==> config.mk <==
export PLATFORM = sky130hd
export DESIGN_NAME = uart_fifo_ctl
export DESIGN_NICKNAME = d
export VERILOG_FILES = /design/src/rtl/ufc_pkg.sv /design/src/rtl/ufc_cfg_reg.sv /design/src/rtl/ufc_rdy_pin.sv /design/src/rtl/uart_fifo_ctl.sv
export SDC_FILE = /design/constraint.sdc
export NUM_CORES = 1
export LEC_CHECK = 0
export CORE_MARGIN = 5
export CORE_UTILIZATION = 31
export DETAILED_ROUTE_END_ITERATION = 6
export PLACE_DENSITY = 0.73
export RECOVER_POWER = 25
export SLEW_MARGIN = 15
export SYNTH_ARGS = -nofsm -noshare
export SYNTH_HDL_FRONTEND = slang
export SYNTH_SLANG_ARGS = --single-unit
==> constraint.sdc <==
create_clock -name clk -period 1.6 [get_ports clk]
set_input_delay 0.16 -clock clk [delete_from_list [all_inputs] [get_ports clk]]
set_output_delay 0.16 -clock clk [all_outputs]
set_load 0.005 [all_outputs]
==> src/rtl/ufc_pkg.sv <==
package ufc_pkg;

    typedef enum logic {
        XFER_SINGLE = 1'b0,
        XFER_BLOCK  = 1'b1
    } xfer_mode_e;

    typedef enum logic {
        CLR_IDLE = 1'b0,
        CLR_FIRE = 1'b1
    } clr_state_e;

    typedef enum logic {
        PIN_IDLE   = 1'b0,
        PIN_ACTIVE = 1'b1
    } pin_state_e;

    // Bit positions inside the written configuration byte
    localparam int unsigned EN_BIT    = 0;
    localparam int unsigned RXCLR_BIT = 1;
    localparam int unsigned TXCLR_BIT = 2;
    localparam int unsigned MODE_BIT  = 3;
    localparam int unsigned TRIG_LSB  = 6;

    typedef struct packed {
        logic [1:0] trig;
        xfer_mode_e mode;
        logic       en;
    } cfg_t;

    // Trigger byte count derived from the FIFO depth
    function automatic int unsigned trig_level(input logic [1:0] code,
                                               input int unsigned depth);
        int unsigned lvl;
        unique case (code)
            2'b00:   lvl = 1;
            2'b01:   lvl = depth / 4;
            2'b10:   lvl = depth / 2;
            default: lvl = depth - 2;
        endcase
        return lvl;
    endfunction

endpackage

==> src/rtl/ufc_cfg_reg.sv <==
module ufc_cfg_reg
    import ufc_pkg::*;
#(
    parameter int unsigned DW = 8
) (
    input  logic          clk,
    input  logic          rst_n,
    input  logic          wr_en,
    input  logic [DW-1:0] wr_data,
    output cfg_t          cfg_o,
    output logic          rx_clr_o,
    output logic          tx_clr_o
);

    cfg_t       cfg_q;
    clr_state_e clr_state;
    clr_state_e clr_next;
    logic       rx_pend_q;
    logic       tx_pend_q;
    logic       fire;
    logic       unused_rsvd_bits;

    assign unused_rsvd_bits = ^{wr_data[5:4], wr_data[DW-1:DW-1]};

    assign fire = wr_en && wr_data[EN_BIT]
                  && (wr_data[RXCLR_BIT] || wr_data[TXCLR_BIT]);

    // Configuration storage: enable always, the rest only with enable set
    always_ff @(posedge clk or negedge rst_n) begin
        if (!rst_n) begin
            cfg_q <= '{trig: 2'b00, mode: XFER_SINGLE, en: 1'b0};
        end else if (wr_en) begin
            cfg_q.en <= wr_data[EN_BIT];
            if (wr_data[EN_BIT]) begin
                cfg_q.mode <= xfer_mode_e'(wr_data[MODE_BIT]);
                cfg_q.trig <= wr_data[TRIG_LSB +: 2];
            end
        end
    end

    // Clear sequencer state register and pending flags
    always_ff @(posedge clk or negedge rst_n) begin
        if (!rst_n) begin
            clr_state <= CLR_IDLE;
            rx_pend_q <= 1'b0;
            tx_pend_q <= 1'b0;
        end else begin
            clr_state <= clr_next;
            rx_pend_q <= fire && wr_data[RXCLR_BIT];
            tx_pend_q <= fire && wr_data[TXCLR_BIT];
        end
    end

    always_comb begin
        clr_next = clr_state;
        unique case (clr_state)
            CLR_IDLE: clr_next = fire ? CLR_FIRE : CLR_IDLE;
            CLR_FIRE: clr_next = fire ? CLR_FIRE : CLR_IDLE;
            default:  clr_next = CLR_IDLE;
        endcase
    end

    // Output process of the clear sequencer
    always_comb begin
        rx_clr_o = 1'b0;
        tx_clr_o = 1'b0;
        unique case (clr_state)
            CLR_IDLE: begin
                rx_clr_o = 1'b0;
                tx_clr_o = 1'b0;
            end
            CLR_FIRE: begin
                rx_clr_o = rx_pend_q;
                tx_clr_o = tx_pend_q;
            end
            default: begin
                rx_clr_o = 1'b0;
                tx_clr_o = 1'b0;
            end
        endcase
    end

    assign cfg_o = cfg_q;


    keep_cfg_chk: assert property (@(posedge clk) disable iff (!rst_n)
        (wr_en && !wr_data[EN_BIT]) |=> ($stable(cfg_q.mode) && $stable(cfg_q.trig)));


    rxclr_src_chk: assert property (@(posedge clk) disable iff (!rst_n)
        rx_clr_o |-> $past(wr_en && wr_data[EN_BIT] && wr_data[RXCLR_BIT]));


    txclr_src_chk: assert property (@(posedge clk) disable iff (!rst_n)
        tx_clr_o |-> $past(wr_en && wr_data[EN_BIT] && wr_data[TXCLR_BIT]));

endmodule

==> src/rtl/ufc_rdy_pin.sv <==
module ufc_rdy_pin
    import ufc_pkg::*;
#(
    parameter int unsigned DEPTH = 16,
    parameter int unsigned CNT_W = 5,
    parameter bit          IS_RX = 1'b0
) (
    input  logic             clk,
    input  logic             rst_n,
    input  logic             fifo_en,
    input  xfer_mode_e       mode,
    input  logic [CNT_W-1:0] count,
    input  logic [CNT_W-1:0] trig,
    input  logic             pin_sel,
    output logic             rdy_n_o
);

    localparam logic [CNT_W-1:0] FULL_CNT = CNT_W'(DEPTH);

    pin_state_e state;
    pin_state_e state_next;
    logic       want_single;
    logic       want_block;
    logic       gate;
    logic       block_rules;
    logic       want;

    generate
        if (IS_RX) begin : g_rx
            assign want_single = (count != '0);
            assign want_block  = (count >= trig);
            assign gate        = pin_sel;
        end else begin : g_tx
            logic unused_tx_inputs;
            assign unused_tx_inputs = ^{trig, pin_sel};
            assign want_single = (count == '0);
            assign want_block  = (count < FULL_CNT);
            assign gate        = 1'b1;
        end
    endgenerate

    assign block_rules = fifo_en && (mode == XFER_BLOCK);
    assign want        = gate && (block_rules ? want_block : want_single);

    always_ff @(posedge clk or negedge rst_n) begin
        if (!rst_n) state <= PIN_IDLE;
        else        state <= state_next;
    end

    always_comb begin
        state_next = state;
        unique case (state)
            PIN_IDLE:   state_next = want ? PIN_ACTIVE : PIN_IDLE;
            PIN_ACTIVE: state_next = want ? PIN_ACTIVE : PIN_IDLE;
            default:    state_next = PIN_IDLE;
        endcase
    end

    always_comb begin
        rdy_n_o = 1'b1;
        unique case (state)
            PIN_IDLE:   rdy_n_o = 1'b1;
            PIN_ACTIVE: rdy_n_o = 1'b0;
            default:    rdy_n_o = 1'b1;
        endcase
    end

    generate
        if (IS_RX) begin : g_rx_chk

            pin_off_chk: assert property (@(posedge clk) disable iff (!rst_n)
                !pin_sel |=> rdy_n_o);
        end else begin : g_tx_chk

            tx_full_chk: assert property (@(posedge clk) disable iff (!rst_n)
                (fifo_en && mode == XFER_BLOCK && count == FULL_CNT) |=> rdy_n_o);

            tx_busy_chk: assert property (@(posedge clk) disable iff (!rst_n)
                (!fifo_en && count != '0) |=> rdy_n_o);
        end
    endgenerate

endmodule

==> src/rtl/uart_fifo_ctl.sv <==
module uart_fifo_ctl
    import ufc_pkg::*;
#(
    parameter int unsigned DEPTH = 16,
    parameter int unsigned CNT_W = $clog2(DEPTH + 1)
) (
    input  logic             clk,
    input  logic             rst_n,
    input  logic             wr_en,
    input  logic [7:0]       wr_data,
    input  logic [CNT_W-1:0] tx_count,
    input  logic [CNT_W-1:0] rx_count,
    input  logic             rxrdy_pin_sel,
    output logic [7:0]       cfg_image,
    output logic             fifo_en,
    output logic             rx_fifo_clr,
    output logic             tx_fifo_clr,
    output logic             dma_mode,
    output logic [CNT_W-1:0] rx_trig_lvl,
    output logic             txrdy_n,
    output logic             rxrdy_n
);

    localparam int unsigned NUM_PINS = 2;

    cfg_t             cfg;
    logic [CNT_W-1:0] pin_count [NUM_PINS];
    logic             pin_rdy_n [NUM_PINS];

    ufc_cfg_reg #(.DW(8)) u_cfg (
        .clk      (clk),
        .rst_n    (rst_n),
        .wr_en    (wr_en),
        .wr_data  (wr_data),
        .cfg_o    (cfg),
        .rx_clr_o (rx_fifo_clr),
        .tx_clr_o (tx_fifo_clr)
    );

    assign rx_trig_lvl = CNT_W'(trig_level(cfg.trig, DEPTH));
    assign fifo_en     = cfg.en;
    assign dma_mode    = cfg.mode;
    assign cfg_image   = {cfg.trig, 2'b00, cfg.mode, 1'b0, 1'b0, cfg.en};

    assign pin_count[0] = tx_count;
    assign pin_count[1] = rx_count;

    // Index 0 drives transmit-ready, index 1 receive-ready
    for (genvar g = 0; g < NUM_PINS; g++) begin : g_pin
        ufc_rdy_pin #(
            .DEPTH (DEPTH),
            .CNT_W (CNT_W),
            .IS_RX (g == 1)
        ) u_pin (
            .clk     (clk),
            .rst_n   (rst_n),
            .fifo_en (cfg.en),
            .mode    (cfg.mode),
            .count   (pin_count[g]),
            .trig    (rx_trig_lvl),
            .pin_sel (rxrdy_pin_sel),
            .rdy_n_o (pin_rdy_n[g])
        );
    end

    assign txrdy_n = pin_rdy_n[0];
    assign rxrdy_n = pin_rdy_n[1];

endmodule

# --- Yosys cells after proc, flatten, opt, wreduce, memory -nomap -nowiden ---
# Cells that the tools add are included.
# W data, S select, Z words.
word_totals:
  out_inout_bits: 19
  inputBits: 22
  wordCells: 36
  register_bits: 9
op_classes:
  n_mux: 10
  eq_ne: 2
  magnitude_cmp: 2
  n_reduce_logical: 11
  bitwise_logic: 3
op_table:
  columns: ["cell", "count"]
  rows:
  - ["$pmux W4 S3", 1]
  - ["$pmux W1 S2", 4]
  - ["$logic_and A1 B1 Y1", 6]
  - ["$ge A5 B4 Y1", 1]
  - ["$logic_not A5 Y1", 1]
  - ["$lt A5 B5 Y1 const B", 1]
  - ["$mux W1", 5]
  - ["$reduce_bool A5 Y1", 1]
  - ["$not A1 Y1", 3]
  - ["$eq A2 B1 Y1 const B", 1]
  - ["$eq A2 B2 Y1 const B", 1]
  - ["$logic_not A2 Y1", 1]
  - ["$reduce_and A2 Y1", 1]
  - ["$logic_or A1 B1 Y1", 1]

# --- Longest topological paths before layout ---
depth:
  depth_word: 6
  depth_mapped: 6

# --- Modules after synthesis ---
# A second synthesis with hierarchy kept.
unflattened:
  hier_cells: 58
  area_unflattened_um2: 564.3
modules_own_cells:
  columns: ["module", "seq_area_each_um2", "area_per_inst_um2", "n_inst", "cells_per_inst"]
  rows:
  - ["ufc_cfg_reg", 175.2, 270.3, 1, 19]
  - ["ufc_rdy_pin (g_pin[1].u_pin)", 25.0, 175.2, 1, 22]
  - ["uart_fifo_ctl", 0.0, 73.8, 1, 12]
  - ["ufc_rdy_pin (g_pin[0].u_pin)", 25.0, 45.0, 1, 5]

# --- Worst setup path before layout ---
# No wires, ideal clock.
synth_timing:
  kind: "flip-flop to flip-flop"
  from: "register u_cfg.cfg_q (netlist bit u_cfg.cfg_o[3])"
  to: "register g_pin[1].u_pin.state"
  n_path_buf: 0
  path_slack_ps: 80
  t_arrival_ps: 1400
  setup_ps: 120
  stages_incl_launch_ff: 7
  required_time_ps: 1480
  period_less_slack_ps: 1520
  path_cell_list: "dfrtp_1 nor2_1 ha_1 nand2b_1 a211oi_1 o21ai_0 and3_1"
synth_between:
  elab_chain_len: 6
  word_cells_on_any_way: 8
synth_rtl:
  columns: ["item", "line", "text"]
  rows:
  - ["from (decl)", "ufc_cfg_reg.sv:15", "cfg_t cfg_q;"]
  - ["from (signal assigned)", "ufc_cfg_reg.sv:31", "cfg_q <= '{trig: 2'b00, mode: XFER_SINGLE, en: 1'b0};"]
  - ["$eq A2 B2 Y1, or another cell as far along", "ufc_pkg.sv:35", "unique case (code)"]
  - ["$pmux W4 S3 (*)", "ufc_pkg.sv:35", null]
  - ["net rx_trig_lvl[0]", "uart_fifo_ctl.sv:19", "output logic [CNT_W-1:0] rx_trig_lvl,"]
  - ["$ge A5 B4 Y1 (*)", "ufc_rdy_pin.sv:31", "assign want_block = (count >= trig);"]
  - ["$mux W1 (*)", "ufc_rdy_pin.sv:43", "assign want = gate && (block_rules ? want_block : want_single);"]
  - ["$logic_and A1 B1 Y1 (*)", "ufc_rdy_pin.sv:43", null]
  - ["$mux W1 (*)", "ufc_rdy_pin.sv:53, ufc_rdy_pin.sv:54", null]
  - ["net g_pin[1].u_pin.state_next", "ufc_rdy_pin.sv:21", "pin_state_e state_next;"]
  - ["to (signal assigned)", "ufc_rdy_pin.sv:47", "else state <= state_next;"]
  - ["to (decl)", "ufc_rdy_pin.sv:20", "pin_state_e state;"]
# Mark *: on every way through the listed nets, which the timed path passes. The rest lies on a longest branch.
# A chain may end at the register's enable or synchronous reset.

# --- Worst setup path in the final report ---
layout_timing:
  from: "register u_cfg.cfg_q (netlist bit u_cfg.cfg_o[2])"
  to: "output port rx_trig_lvl[1]"
layout_between:
  elab_chain_len: 2
  word_cells_on_any_way: 4
layout_rtl:
  columns: ["item", "line"]
  rows:
  - ["$eq A2 B2 Y1, or another cell as far along", "ufc_pkg.sv:35"]
  - ["$pmux W4 S3 (*)", "ufc_pkg.sv:35"]
  - ["to (decl)", "uart_fifo_ctl.sv:19"]
# Mark *: on every way between the ends. The rest lies on a longest branch, timed or not.

==> summary.txt <==
Place
  – Pre-CTS setup slack: -0.0899 ns
  – Post-DP Area: 833 sq um
  – Dpl cells: 101
  – GP Congestion: 0.695
  – Port buffer count: 33
  – Dpl hpwl: roughly 1.1 mm

STA
  – Max Slew Vio Count: 0
  – TNS Setup: 0 ns
  – Highest Clock Rate: 660 MHz
  – Final setup viols: 0
  – Final hold violation count: 0
  – Final worst slack: about 0.086 ns
  – Clock Skews: 0.00276 ns
  – Final critical-path required period: 1.51 ns
  – Fin crit share: about 95%
  – Hold slack: 0.264 ns

Yosys
  – Mapped Area: 513 sq um
  – YS warnings: 0
  – Library cells used by synthesis: 18
  – Avg Cell Area, Syn: 9.33 sq um
  – Mapped Cells: 55
  – Flops & latches, synth: 9
  – Sequential area share after synthesis: 43.9%

Hold path
  – Hold WC Path Type: primary input to asynchronous set/reset pin

Detailed routing
  – Initial drt markers: 2
  – Vias per cell: ~4.4
  – Routed length per placed instance: 11.7 microns
  – Max layer used: met3
  – Met3 wire length: approximately 91 microns
  – Vias after detailed routing: ~460
  – TritonRoute pass-1 iters: 2
  – Drt drc: 0
  – Wl on met1: around 400 microns
  – Routed Antenna Nets: 0
  – Drt total wl: 1.23 mm
  – Met2 WL post-DR: 747 microns

Cells and area
  – Commonest non-fill, non-tap cell in the layout: clkdlybuf4s50_1
  – Area delta synth->final: 68.8%
  – Fillcell total: 149
  – ANT cells: 0
  – Share of post-route cells with drive strength above 1: 10.1%
  – Multi-input gate area: 219 sq um
  – Final cell count without fillers: 105
  – Final nets: 116
  – Final Core Density: approximately 56%
  – Final Instance Area: 866 sq um
  – FF+latch area: 225 sq um
  – Most frequent cells in the layout: 32 x clkdlybuf4s50_1, 9 x dfrtp_1, 7 x inv_1

Global route
  – Total congestion overflow: 0
  – First-pass GRT wire length: 1.95 mm
  – Largest net degree at the start of global routing: 10
  – Vias in the first global route: 437
  – Initial antenna violation count: 0
  – Total track usage: under 10%

Die
  – Rows: 14
  – I/O pin count: roughly 40
  – Core box area: 1540 sq um
  – Die width: ~51 microns
  – Initial Util: about a third
  – Die height: roughly 51 microns
  – Die area: 2570 sq um

Setup path
  – Critical Path RT: 1.44 ns
  – CP bufs+invs: 3
  – Critical path origin: u_cfg.cfg_o[2]$_DFFE_PN0P_
  – Critical path cell sequence: buf_4 -> nand2_1 -> inv_1 -> clkdlybuf4s50_1
  – Family with the most delay on the worst path: buffers and inverters
  – Critical path's slowest cell: clkdlybuf4s50_1
  – Data arrival, critical path: 1.35 ns
  – Worst-path fanout max: 5
  – Critical path class: register to output port
  – Crit. End Element: output port
  – CP startpoint kind: register
  – CP peak stage delay: about 0.49 ns
  – Reg2Reg Launch Point: u_cfg.cfg_o[3]$_DFFE_PN0P_

Power and ir drop
  – Comb power frac: 34.2%
  – Pleak: roughly 0.41 nW
  – PD cells: roughly 760 nW/um^2
  – Sequential share of power: about two fifths
  – Sw frac: about 25%
  – NetSw: between 150 and 200 uW
  – Clock power share: about a quarter
  – P_int: 492 uW
  – Pwr Total: 657 uW
  – Max IR drop VDD: 0.000584 V

Clocking
  – CTS Buffer Depth: 2
  – Skew-Pair Late Insertion Delay: 0.26 ns
  – Clock sinks: 9
  – Num CTS Buffers: 3
  – Clk slew on worst S/H paths: about 0.06 ns
  – H-tree levels: 1
  – Root Buffer: clkbuf_4
  – CTS tree: built

Run
  – Max_cap viols: 0

Outcome
  – Status: finished, final reports clean
[layer usage]
metal	up-vias	GRT usage (%)
li1	235	-
met3	0	5.03
met5	-	0
met4	0	2.55
met1	208	9.19
met2	15	18.4
[path summary, 6_finish.rpt]
check,slack (ns),cells after the start,end
worst max-delay path,0.09,4,rx_trig_lvl[1]
worst min-delay path,0.26,1,g_pin[0].u_pin.state$_DFF_PN0_
worst max register to register,0.11,6,g_pin[1].u_pin.state$_DFF_PN0_
worst min register to register,0.57,1,u_cfg.cfg_o[1]$_DFFE_PN0P_
max in group asynchronous,1.05,1,u_cfg.cfg_o[1]$_DFFE_PN0P_
min in group clk,0.43,2,g_pin[0].u_pin.state$_DFF_PN0_
[synthesized netlist by cell type, drive strengths merged]
master,n,area share (%)
a211oi,1,1.5
a21oi,1,0.97
and2,2,2.4
and3,3,3.7
buf,7,10
clkbuf,2,1.5
conb,1,0.73
dfrtp,9,44
ha,4,9.8
inv,7,5.1
mux2,3,6.6
nand2,3,2.2
nand2b,1,1.2
nand3,1,0.97
nor2,4,2.9
nor3,2,2.0
o21ai,3,2.9
or4,1,1.5
[repair_timing]
item	4_1_cts	5_1_grt
endpoints found under the hold margin	0	0
hold buffers	0	0
setup endpoints to repair	0	2
gates resized for setup	0	2
buffers inserted	0	0
[area by class of cell]
cell class                 instances  area share [%]
tap                               16            2.31
multi-input combinational         34            25.3
timing repair buffer              35            40.3
sequential                         9            26.0
inverter                           7            3.03
clock buffer                       4            3.03
[sequential cells by signal, summed over array words and instances (netlist names)]
register / cells
g_pin.u_pin.state: 2
u_cfg.cfg_o: 4
u_cfg.clr_state: 1
u_cfg.rx_pend_q: 1
u_cfg.tx_pend_q: 1
[power by group through the flow]
stage	combinational [mW]	sequential, mW	clock, mW
after floorplan	0.0808	0.269	0
after global placement	0.218	0.263	0
after detailed placement	0.225	0.264	0
after CTS	0.226	0.259	0.178
after global routing	0.247	0.264	0.190
final	0.224	0.261	0.171
[cells by family (layout without fill, tap and decap cells)]
logic type / count (synthesis) / after routing / synth area share [%]
other: 1 / 5 / 0.731
AND/OR/NAND/NOR: 17 / 17 / 16.8
multiplexers: 3 / 3 / 6.58
adder cells (fa/ha/maj): 4 / 4 / 9.76
flip-flops: 9 / 9 / 43.9
buffers and inverters: 16 / 46 / 16.8
AO/OA/AOI/OAI: 5 / 5 / 5.36
(Power assumes the default switching activity.)
